## config.mk

```make
export PLATFORM = sky130hd
export DESIGN_NAME = phase_sweep_ctrl
export DESIGN_NICKNAME = d
export VERILOG_FILES = /design/src/rtl/phase_tune_pkg.sv /design/src/rtl/settle_timer.sv /design/src/rtl/window_tracker.sv /design/src/rtl/phase_sweep_ctrl.sv
export SDC_FILE = /design/constraint.sdc
export NUM_CORES = 1
export LEC_CHECK = 0
export ABC_AREA = 1
export BUFFER_PORTS_ARGS = -buffer_cell sky130_fd_sc_hd__buf_2
export CAP_MARGIN = 20
export CELL_PAD_IN_SITES_DETAIL_PLACEMENT = 1
export CELL_PAD_IN_SITES_GLOBAL_PLACEMENT = 1
export CORE_MARGIN = 4
export CORE_UTILIZATION = 33
export DETAILED_ROUTE_END_ITERATION = 7
export PLACE_DENSITY_LB_ADDON = 0.15
export SLEW_MARGIN = 10
export SYNTH_ARGS = -nofsm -noshare
export SYNTH_HDL_FRONTEND = slang
export SYNTH_SLANG_ARGS = --single-unit
export TNS_END_PERCENT = 5
```

## constraint.sdc

```tcl
create_clock -name clk -period 1.65 [get_ports clk]
set_input_delay 0.2475 -clock clk [delete_from_list [all_inputs] [get_ports clk]]
set_output_delay 0.2475 -clock clk [all_outputs]
set_load 0.02 [all_outputs]
```

## src/rtl/phase_tune_pkg.sv

```systemverilog
package phase_tune_pkg;
  localparam int PH_W   = 5;
  localparam int NPH    = 32;
  localparam int PH_LSB = 16;
  localparam int CTL_W  = 32;
  localparam int CLR_W  = 17;

  typedef enum logic [2:0] {
    ST_IDLE, ST_WRITE, ST_SETTLE, ST_CLEAR, ST_PROBE, ST_CENTER, ST_DONE
  } sweep_st_e;

  // rounded-down centre of [lo, hi]
  function automatic logic [PH_W-1:0] mid_phase(input logic [PH_W-1:0] lo,
                                                input logic [PH_W-1:0] hi);
    logic [PH_W:0] s;
    s = {1'b0, lo} + {1'b0, hi};
    return s[PH_W:1];
  endfunction

  // replace the phase field, keep every other bit
  function automatic logic [CTL_W-1:0] merge_phase(input logic [CTL_W-1:0] cur,
                                                   input logic [PH_W-1:0]  ph);
    logic [CTL_W-1:0] m;
    logic [CTL_W-1:0] v;
    m = '0;
    m[PH_LSB +: PH_W] = '1;
    v = '0;
    v[PH_LSB +: PH_W] = ph;
    return (cur & ~m) | v;
  endfunction
endpackage

```

## src/rtl/settle_timer.sv

```systemverilog
module settle_timer #(
  parameter int unsigned CYC = 250000
) (
  input  logic clk,
  input  logic rst_n,
  input  logic load_i,
  input  logic run_i,
  output logic expired_o
);
  localparam int CW = (CYC > 1) ? $clog2(CYC) : 1;

  logic [CW-1:0] cnt_q;

  always_ff @(posedge clk or negedge rst_n) begin
    if (!rst_n)                     cnt_q <= '0;
    else if (load_i)                cnt_q <= CW'(CYC - 1);
    else if (run_i && cnt_q != '0)  cnt_q <= cnt_q - CW'(1);
  end

  assign expired_o = (cnt_q == '0);

  // a reload always restarts a non-empty wait
  generate
    if (CYC > 1) begin : g_chk
      a_r3_reload_waits: assert property (@(posedge clk) disable iff (!rst_n)
        load_i |=> !expired_o);
    end
  endgenerate
endmodule

```

## src/rtl/window_tracker.sv

```systemverilog
module window_tracker
  import phase_tune_pkg::*;
(
  input  logic            clk,
  input  logic            rst_n,
  input  logic            clear_i,
  input  logic            sample_i,
  input  logic            pass_i,
  input  logic [PH_W-1:0] phase_i,
  output logic            found_o,
  output logic [PH_W-1:0] rise_o,
  output logic [PH_W-1:0] fall_o,
  output logic            stop_o
);
  logic            found_q;
  logic [PH_W-1:0] rise_q, fall_q;
  logic            last_ph;
  logic            closes;

  assign last_ph = (phase_i == PH_W'(NPH - 1));
  assign closes  = found_q && !pass_i;
  assign stop_o  = sample_i && (closes || last_ph);

  always_ff @(posedge clk or negedge rst_n) begin
    if (!rst_n) begin
      found_q <= 1'b0;
      rise_q  <= '0;
      fall_q  <= '0;
    end else if (clear_i) begin
      found_q <= 1'b0;
      rise_q  <= '0;
      fall_q  <= '0;
    end else if (sample_i) begin
      if (pass_i && !found_q) begin
        found_q <= 1'b1;
        rise_q  <= phase_i;
      end
      if (stop_o) fall_q <= closes ? phase_i - PH_W'(1) : phase_i;
    end
  end

  assign found_o = found_q;
  assign rise_o  = rise_q;
  assign fall_o  = fall_q;

  // once opened, the window start never moves within a sweep
  a_r5_rise_sticky: assert property (@(posedge clk) disable iff (!rst_n)
    found_q && !clear_i |=> found_q && $stable(rise_q));
  // the closed window is never inverted
  a_r6_fall_not_below_rise: assert property (@(posedge clk) disable iff (!rst_n)
    $past(stop_o) && found_q |-> fall_q >= rise_q);
endmodule

```

## src/rtl/phase_sweep_ctrl.sv

```systemverilog
module phase_sweep_ctrl
  import phase_tune_pkg::*;
#(
  parameter int unsigned SETTLE_CYC = 250000
) (
  input  logic             clk,
  input  logic             rst_n,
  input  logic             start_i,
  output logic             done_o,
  output logic             err_o,
  output logic [PH_W-1:0]  phase_o,
  input  logic [CTL_W-1:0] ctl_rdata_i,
  output logic [CTL_W-1:0] ctl_wdata_o,
  output logic             ctl_we_o,
  output logic             int_clr_o,
  output logic [CLR_W-1:0] int_clr_data_o,
  output logic             tune_req_o,
  input  logic             tune_ack_i,
  input  logic             tune_pass_i
);
  sweep_st_e       st_q;
  logic [PH_W-1:0] phase_q;
  logic            final_q, err_q;

  // named internal events
  logic            start_acc, write_evt, clear_evt, probe_hit, settle_done;
  logic            sweep_stop, win_found;
  logic [PH_W-1:0] win_rise, win_fall;

  assign start_acc = (st_q == ST_IDLE) && start_i;
  assign write_evt = (st_q == ST_WRITE);
  assign clear_evt = (st_q == ST_CLEAR);
  assign probe_hit = (st_q == ST_PROBE) && tune_ack_i;

  settle_timer #(.CYC(SETTLE_CYC)) u_timer (
    .clk(clk), .rst_n(rst_n), .load_i(write_evt),
    .run_i(st_q == ST_SETTLE), .expired_o(settle_done)
  );

  window_tracker u_win (
    .clk(clk), .rst_n(rst_n), .clear_i(start_acc), .sample_i(probe_hit),
    .pass_i(tune_pass_i), .phase_i(phase_q), .found_o(win_found),
    .rise_o(win_rise), .fall_o(win_fall), .stop_o(sweep_stop)
  );

  always_ff @(posedge clk or negedge rst_n) begin
    if (!rst_n) begin
      st_q    <= ST_IDLE;
      phase_q <= '0;
      final_q <= 1'b0;
      err_q   <= 1'b0;
    end else begin
      unique case (st_q)
        ST_IDLE: if (start_i) begin
          phase_q <= '0;
          final_q <= 1'b0;
          err_q   <= 1'b0;
          st_q    <= ST_WRITE;
        end
        ST_WRITE:  st_q <= ST_SETTLE;
        ST_SETTLE: if (settle_done) st_q <= ST_CLEAR;
        ST_CLEAR:  st_q <= final_q ? ST_DONE : ST_PROBE;
        ST_PROBE: if (tune_ack_i) begin
          if (sweep_stop) st_q <= ST_CENTER;
          else begin
            phase_q <= phase_q + PH_W'(1);
            st_q    <= ST_WRITE;
          end
        end
        ST_CENTER: begin
          phase_q <= win_found ? mid_phase(win_rise, win_fall) : '0;
          err_q   <= !win_found;
          final_q <= 1'b1;
          st_q    <= ST_WRITE;
        end
        ST_DONE:   st_q <= ST_IDLE;
        default:   st_q <= ST_IDLE;
      endcase
    end
  end

  assign done_o         = (st_q == ST_DONE);
  assign err_o          = err_q;
  assign phase_o        = phase_q;
  assign ctl_we_o       = write_evt;
  assign ctl_wdata_o    = merge_phase(ctl_rdata_i, phase_q);
  assign int_clr_o      = clear_evt;
  assign int_clr_data_o = {CLR_W{clear_evt}};
  assign tune_req_o     = (st_q == ST_PROBE);

  // done is a single-cycle pulse
  a_r11_done_single: assert property (@(posedge clk) disable iff (!rst_n)
    done_o |=> !done_o);
  // every request is preceded by an interrupt clear
  a_r3_req_after_clear: assert property (@(posedge clk) disable iff (!rst_n)
    $rose(tune_req_o) |-> $past(int_clr_o));
  // the clear only follows an expired settle wait
  a_r3_clear_after_settle: assert property (@(posedge clk) disable iff (!rst_n)
    int_clr_o |-> $past(settle_done));
  // a new phase is always presented together with a control write
  a_r2_phase_moves_with_write: assert property (@(posedge clk) disable iff (!rst_n)
    !$stable(phase_o) |-> ctl_we_o);
  // results hold while idle without a start
  a_r11_result_hold: assert property (@(posedge clk) disable iff (!rst_n)
    (st_q == ST_IDLE) && !start_i |=> $stable(err_o) && $stable(phase_o));
  // an error always leaves phase 0 programmed
  a_r9_err_phase_zero: assert property (@(posedge clk) disable iff (!rst_n)
    err_o && (st_q == ST_IDLE) |-> phase_o == '0);
  // no tuning request while finishing
  a_r10_no_req_final: assert property (@(posedge clk) disable iff (!rst_n)
    final_q && (st_q != ST_IDLE) |-> !tune_req_o);
endmodule

```

Word level (Yosys, flattened, before mapping)
Index checks and enable logic that the tools add are counted.
Widths: inputs -> output; s select.

storage, ports and cells
  flip-flop bits (word level) = 39
  latch bits = 0
  bits in writable memories = 0
  ROM bits = 0
  input bits = 37
  output and inout bits = 59
  logic and storage cells = 73
  memories kept = 0

operators by class
  $add $sub $neg = 4
  $mul = 0
  divide/modulo/power cells = 0
  $lt $le $gt $ge = 0
  equal/unequal tests = 11
  shift operators = 0
  multiplexer cells = 26
  bitwise operators = 1
  reduce and logical (&&, ||, !) cells = 23

operator list
  operator               count
  $mux 5                 11
  $mux 18                2
  $or 32x21->32          1
  $logic_not 18->1       1
  $pmux 3 s6             1
  $reduce_bool 18->1     1
  $sub 18x1->18 const B  1
  $pmux 5 s3             1
  $mux 3                 4
  $reduce_bool 2->1      5
  $eq 3x3->1 const B     3
  $add 5x5->6            1
  $eq 3x2->1 const B     2
  $logic_and 1x1->1      6
  $ne 2x2->1 const B     3
  $reduce_and 2->1       3
  $add 5x1->5 const B    1
  $eq 5x5->1 const B     1
  $sub 5x1->5 const B    1
  $mux 1                 4
  $pmux 1 s2             2
  $reduce_and 4->1       1
  $eq 3x1->1 const B     1
  $logic_not 3->1        1
  other kinds (6)        7

Logic depth before layout (Yosys ltp)
Gate-level depths: netlist (run 1).

  depth after elaboration = 7
  depth in mapped cells = 10
  gate-level depth less buffers = 10

Hierarchy
Synthesis (run 1) repeated with hierarchy kept, for this count alone.

unflattened totals
  cell total of the unflattened synthesis = 446
  area, all modules = 3114.2 µm²

modules (own cells, without submodules)
  module            instances  cells an instance  area an instance (µm²)  seq. area each (µm²)
  settle_timer      1          199                1290.0                  450.4
  phase_sweep_ctrl  1          174                1228.7                  250.2
  window_tracker    1          73                 595.6                   275.3

Worst setup path before layout (run 1)
No wires, ideal clock.

  kind = flip-flop to output port
  from = register st_q[0]
  to = output port int_clr_data_o[0]
  arrival time = 1.720 ns
  data required time = 1.402 ns
  path slack = -0.317 ns
  stages on the path, launching flop included = 4
  buffers on the path = 1
  cell sequence = dfrtp_1 nand2_1 nor2_1 buf_4

on the way
  longest elaborated chain between the ends = 1

ends and longest elaborated chain
  element                 line                    RTL
  start, declared         phase_sweep_ctrl.sv:21  sweep_st_e st_q;
  start signal, assigned  phase_sweep_ctrl.sv:62  ST_CLEAR: st_q <= final_q ? ST_DONE : ST_PROBE;
  $eq 3x2->1              phase_sweep_ctrl.sv:32  assign clear_evt = (st_q == ST_CLEAR);
  end, declared           phase_sweep_ctrl.sv:16  output logic [CLR_W-1:0] int_clr_data_o,

Every way passes these cells.

Final worst setup path (run 1)
  from = register st_q[1]
  to = output port ctl_we_o

on the way
  longest elaborated chain between the ends = 1

ends and longest elaborated chain
  element        line                    RTL
  $eq 3x1->1     phase_sweep_ctrl.sv:31  assign write_evt = (st_q == ST_WRITE);
  end, declared  phase_sweep_ctrl.sv:14  output logic ctl_we_o,

Every way passes these cells.

==> summary.txt, run 1 <==
Yosys
  – FFs w/ async S/R, synth: 100%
  – Synthesized cell area: 3000 µm²
  – Count of cell types in the netlist: 36
  – Mean post-synth cell area: 7.62 µm²
  – Synth Instances: 393
  – Yosys warnings: 0
  – Sequential share of the synthesized area: 32.6%
  – Synth Net Count: 439
  – EDFF count, synth: 0
  – Synthesis-stage register bit count: 39
  – Ys flop type: dfrtp_1

STA
  – Maximum clock frequency: 620 MHz
  – RSZ-0062 raised after global routing: true
  – Hold Vio Cnt, Final: 0
  – Tmin final: 1.61 ns
  – Post-route setup slack: 0.0380 ns
  – Final period util: 97.7%
  – Pins over their slew limit: 0
  – Slew margin rel.: 63.5%
  – Final setup fails: 0
  – Clock Skew: 0.0110 ns
  – Slew @ Worst Pin: 0.548 ns

Job
  – Max Cap Viol: 0

Floorplanning
  – Total die area: 10700 µm²
  – Die height: 103 µm
  – Die width: 103 µm
  – Initial Util: 34.2%
  – Std cell rows: 34
  – Num ports: 96
  – Core Area: 8760 µm²

Finish
  – Most frequent cells in the layout: nand2_1, nand3_1, buf_2
  – Multi-input combinational cell area: 1570 µm²
  – Area occupied by registers: 982 µm²
  – Final #Nets: 460
  – Layout cells sized above 1: 33.7%
  – Inserted Diodes: 0
  – Commonest non-fill, non-tap cell in the layout: nand2_1
  – Area grow syn2layout: 12.5%
  – Fillers: 1110

Setup path
  – Type of the worst setup path: flop to output port
  – CP Launch Point: st_q[1]$_DFFE_PN0P_
  – CP cell instances: inv_2 -> nand2_2 -> nor2_8 -> buf_2
  – Crit start category: flop
  – R2r worst-path depth: 7
  – Buf/Inv on CP: 2
  – Worst EP arrival: 1.36 ns
  – Crit-path leading delay family: flip-flops
  – Max incr delay on CP: 0.44 ns
  – FF-to-FF setup slack: 0.06 ns
  – Critical Path Slowest Stage Cell: dfrtp_2
  – Crit-path max FO: 8
  – Crit. End Element: output port
  – Reg2reg end: phase_o[1]$_DFFE_PN0P_
  – Data required, critical path: 1.40 ns
  – RR Startpoint: u_win.rise_o[0]$_DFFE_PN0P_

Drt
  – Wire length per cell: 15.1 µm
  – Vias/cell: 4.83
  – DRT Pass-1 Iters: 4
  – Via count: 2527
  – Drt total wl: 7910 µm
  – Routed Antenna Nets: 0
  – 1st-iter DRT viols: 54
  – DRC: 0

GRT
  – Grt total ovfl: 0
  – Gr usage total: 15.3%
  – Largest net degree at the start of global routing: 40
  – First-pass GRT wire length: 12900 µm
  – Antenna violations before repair: 0
  – Vias in the first global route: 2600

Status
  – Status: finished, final reports clean

CTS
  – Clock transition at path regs: 0.08 ns
  – Clock tree buffer depth: 2
  – Clk sinks: 39
  – H-tree levels: 2
  – Worst-skew pair later-pin latency: 0.29 ns
  – Cts hold-fix bufs: 0
  – CTS Buf Count: 5
  – CTS Root Cell: clkbuf_8
  – CTS tree: yes

Power and ir drop
  – Maximum vdd drop: 0.420 mV
  – Leakage power: 0.00176 µW
  – P per Cell Area: 1750 nW/µm²
  – Total power: 5920 µW

Worst hold path
  – Worst hold-check path type: primary input to asynchronous set/reset pin

Place
  – Dpl ws: -0.00852 ns
  – Post-DP HPWL: 5870 µm
  – Routability cong.: 0.796
  – Port buffer count: 36
per-layer routing:
metal | GRT usage (%) | routed length (µm)
met5 | 0 | 0
met1 | 21.2 | 3790
met3 | 2.28 | 205
met2 | 25.0 | 3840
met4 | 4.08 | 74
area by class of cell:
cell class,instances,area share (%)
multi-input cells,261,46.6
flip-flops and latches,39,29.1
inverters,38,4.38
repair buffers,69,12.9
clock buffers,8,2.97
well taps,108,4.01
how the worst max path moves through the flow:
| stage | slack, ns | to | depth (start not counted) |
|---|---|---|---|
| floorplan | -0.02 | phase_o[0]$_DFFE_PN0P_ | 10 |
| global placement | 0.05 | phase_o[3]$_DFFE_PN0P_ | 8 |
| detailed placement | -0.009 | phase_o[3]$_DFFE_PN0P_ | 10 |
| finish | 0.04 | ctl_we_o | 4 |
| global route | -0.03 | ctl_we_o | 4 |
| CTS | 0.02 | ctl_we_o | 4 |
Yosys cell counts (3+ instances only):
cell,number,area share [%]
nand2_4,3,1.1
buf_4,49,12
nor2_2,5,1.0
o21ai_1,9,1.5
nor2_4,3,1.1
nand4_1,4,0.83
inv_1,31,3.9
o21ai_2,11,3.2
nand3_1,46,7.7
ha_1,8,3.3
nand3b_1,3,0.75
inv_2,6,0.75
buf_2,4,0.67
xor2_1,9,2.6
dfrtp_1,39,33
nand2_1,93,12
nor3_1,5,0.83
nand2_2,5,1.0
a21oi_1,4,0.67
o21ai_0,4,0.67
nor2_1,34,4.3
cells by family (layout without fill, tap and decap cells):
family          Yosys count  after routing  synth area share [%]
buf+inv                  94            115                  19.2
fa+ha+maj                 9              9                  4.01
compound gates           33             33                  7.64
flops                    39             39                  32.6
xor+xnor                  9              9                  2.63
simple gates            209            210                  34.0
report_power, final:
part	switching, µW	internal (µW)
combinational	2380	1270
clock	358	383
sequential	284	1240
timing repair:
item | in CTS | in global routing
resized for setup | 3 | 19
setup endpoints to repair | 23 | 44
pin swaps | 0 | 7
setup buffers | 0 | 8
endpoints found under the hold margin | 0 | 0
gates cloned | 0 | 1
metrics by stage:
step           setup TNS, ns  instance area [µm²]  hold slack [ns]  util (%)  instances
6_report                   0                 3370           0.0153      38.5        523
5_1_grt               -0.133                 3370           0.0699      38.5        523
4_1_cts                    0                 3200           0.0390      36.6        514
3_5_place_dp        -0.00852                 3100            0.365      35.4        506
3_3_place_gp               0                 3100            0.359      35.4        506
2_1_floorplan        -0.0841                 3020          -0.0481         -        393
registers in the layout (all words and copies together) (netlist names):
name,count
u_win.rise_o,5
st_q,3
phase_o,5
u_timer.cnt_q,18
err_o,1
u_win.found_o,1
u_win.fall_o,5
final_q,1
worst register-to-register path, stage by stage (launching register included):
cell     delay [ns]
dfrtp_1        0.38
nand2_1        0.09
inv_2          0.05
fa_2           0.37
buf_4          0.14
xor2_1         0.16
a22oi_1        0.21
o21ai_2        0.08
(Power assumes the default switching activity.)
==> run 2: changes to the inputs <==
Settings changed: BUFFER_PORTS_ARGS -buffer_cell sky130_fd_sc_hd__buf_2 to -buffer_cell sky130_fd_sc_hd__clkbuf_2.
==> summary.txt, run 2 (synthesis results as in run 1) <==
STA
  – Clock Skew: 0.00271 ns (-0.00828 ns)
  – Final period util: 97.0% (-0.66 points)
  – Slew margin rel.: 65.0% (+1.5 points)
  – Post-route setup slack: 0.0488 ns (+0.0108 ns)
  – Final setup fails: 0 (unchanged)
  – Pins over their slew limit: 0 (unchanged)
  – Tmin final: 1.60 ns (-0.0108 ns)
  – Hold Vio Cnt, Final: 0 (unchanged)
  – Maximum clock frequency: 625 MHz (+0.68%)
  – Worst hold slack: 0.258 ns (+0.243 ns)
  – Slew @ Worst Pin: 0.525 ns (-0.0225 ns)
  – RSZ-0062 raised after global routing: true

Floorplanning
  – Total die area: 10700 µm² (unchanged)
  – Die height: 103 µm (unchanged)
  – Core Area: 8760 µm² (unchanged)
  – Initial Util: 34.2% (unchanged)
  – Num ports: 96 (unchanged)
  – Std cell rows: 34 (unchanged)
  – Die width: 103 µm (unchanged)

CTS
  – CTS tree: yes
  – Clk sinks: 39 (unchanged)
  – CTS Buf Count: 5 (unchanged)
  – Clock transition at path regs: 0.09 ns (about the same)
  – Clock tree buffer depth: 2 (unchanged)
  – H-tree levels: 2 (unchanged)
  – Worst-skew pair later-pin latency: 0.30 ns (about the same)
  – CTS Root Cell: clkbuf_8

Power and ir drop
  – Maximum vdd drop: 0.508 mV (+21%)
  – Leakage power: 0.00178 µW (+1.3%)
  – Sw frac: 50.0% (-1.1 points)
  – Seq pwr share: 24.9% (-0.9 points)
  – P per Cell Area: 1810 nW/µm² (+3.2%)
  – Pint: 3110 µW (+7.5%)
  – Clock Power Share: 14.2% (+1.7 points)
  – Combinational share of power: 60.9% (-0.8 points)
  – P_sw: 3110 µW (+2.9%)

Place
  – Port buffer count: 36 (unchanged)
  – Post-DP HPWL: 6020 µm (+2.5%)
  – Routability cong.: 0.809 (+1.6%)
  – Dpl ws: 0.0173 ns (+0.0258 ns)

Drt
  – Via count: 2563 (+1.4%)
  – Routed Antenna Nets: 0 (unchanged)
  – DRC: 0 (unchanged)
  – Wire length per cell: 15.1 µm (about the same)
  – DRT Pass-1 Iters: 4 (unchanged)
  – Vias/cell: 4.84 (+0.27%)
  – Drt total wl: 8000 µm (+1.1%)
  – 1st-iter DRT viols: 61 (+13%)

Finish
  – Final #Nets: 466 (+1.3%)
  – Reg with most FFs: u_timer.cnt_q
  – Most frequent cells in the layout: nand2_1, nand3_1, buf_4
  – Area grow syn2layout: 14.6%
  – Commonest non-fill, non-tap cell in the layout: nand2_1
  – Layout cells sized above 1: 34.7% (+0.94 points)
  – Max FFs per register: 18 (unchanged)
  – Inserted Diodes: 0 (unchanged)

Setup path
  – R2r worst-path depth: 7 (unchanged)
  – Critical Path Slowest Stage Cell: dfrtp_2
  – Most frequent CP cell: buf_4
  – CP cell instances: buf_4 -> nor3_4 -> nand2_8 -> buf_4 -> buf_4 -> nand3_1 -> nand2_1
  – Crit-path max FO: 7 (-1)
  – FF-to-FF setup slack: 0.05 ns (about the same)
  – Crit-path leading delay family: simple AND/OR/NAND/NOR gates
  – Worst EP arrival: 1.79 ns (+0.43 ns)
  – Max incr delay on CP: 0.46 ns (+0.02 ns)
  – Stages on worst setup path: 7 (+3)
  – Crit start category: flop
  – Reg2reg end: u_timer.cnt_q[7]$_DFFE_PN0P_
  – Crit. End Element: flop
  – RR Startpoint: st_q[2]$_DFFE_PN0P_
  – Data required, critical path: 1.84 ns (+0.44 ns)
  – Type of the worst setup path: flop to flop
  – Buf/Inv on CP: 3 (+1)

GRT
  – Largest net degree at the start of global routing: 23 (-43%)
  – First-pass GRT wire length: 13200 µm (+2.7%)
  – Vias in the first global route: 2598 (-0.077%)
  – Grt total ovfl: 0 (unchanged)
  – Antenna violations before repair: 0 (unchanged)
  – Gr usage total: 15.7% (+0.37 points)

Worst hold path
  – Worst hold-check path type: primary input to flop
  – Hold Path Depth: 4
  – HP Start: tune_ack_i
  – Hold Path End: st_q[2]$_DFFE_PN0P_

Job
  – Max Cap Viol: 0 (unchanged)

Status
  – Status: finished, final reports clean
## run 2: power by group through the flow
stage	clock, µW	sequential (µW)	combinational [µW]
finish	886	1550	3790
global placement	0	1540	3380
floorplan	0	1510	2870
CTS	921	1540	3470
global route	963	1590	4210
detailed placement	0	1560	3450
## run 2: repair_timing
action	4_1_cts	5_1_grt
resized for setup	3	28
pin swaps	0	8
setup buffers	0	6
hold buffers	1	0
endpoints found under the hold margin	18	0
gates cloned	0	2
setup endpoints to repair	21	41
## run 2: worst max path at each step
stage | start | slack, ns | end
global placement | u_win.fall_o[0]$_DFFE_PN0P_ | 0.03 | phase_o[3]$_DFFE_PN0P_
finish | st_q[2]$_DFFE_PN0P_ | 0.05 | u_timer.cnt_q[7]$_DFFE_PN0P_
detailed placement | u_timer.cnt_q[0]$_DFFE_PN0P_ | 0.02 | u_timer.cnt_q[6]$_DFFE_PN0P_
CTS | u_timer.cnt_q[0]$_DFFE_PN0P_ | 0.004 | u_timer.cnt_q[10]$_DFFE_PN0P_
floorplan | phase_o[0]$_DFFE_PN0P_ | -0.02 | phase_o[0]$_DFFE_PN0P_
global route | u_win.rise_o[0]$_DFFE_PN0P_ | -0.05 | phase_o[3]$_DFFE_PN0P_
## run 2: metal layers
metal  part of all wire (%)  track usage (%)  vias to the layer above
li1                       -                -                     1268
met1                     49             21.8                     1234
met2                     48             25.7                       47
met3                    2.7             2.41                       14
met4                    1.2             3.78                        0
met5                      0                0                        -
## run 2: final cells by class
class | count | area (µm²)
fill | 1112 | 5330
multi-input combinational | 261 | 1560
sequential | 39 | 982
timing repair buffer | 75 | 492
inverter | 38 | 153
tap | 108 | 135
clock buffer | 6 | 82.6
clock inverter | 2 | 35.0
## run 2: through the flow
stage | cell area, µm² | cells | util (%) | TNS (ns) | power, µW
5_1_grt | 3430 | 529 | 39.2 | -0.0943 | 6770
3_3_place_gp | 3140 | 512 | 35.9 | 0 | 4920
6_report | 3430 | 529 | 39.2 | 0 | 6220
3_5_place_dp | 3140 | 512 | 35.9 | 0 | 5000
2_1_floorplan | 3020 | 393 | - | -0.0841 | 4380
4_1_cts | 3280 | 521 | 37.4 | 0 | 5930
## run 2: worst reg2reg max path, stage by stage, from the launching register on
cell	delay [ns]
dfrtp_2	0.46
buf_4	0.18
nor3_4	0.30
nand2_8	0.15
buf_4	0.17
buf_4	0.12
nand3_1	0.05
nand2_1	0.06
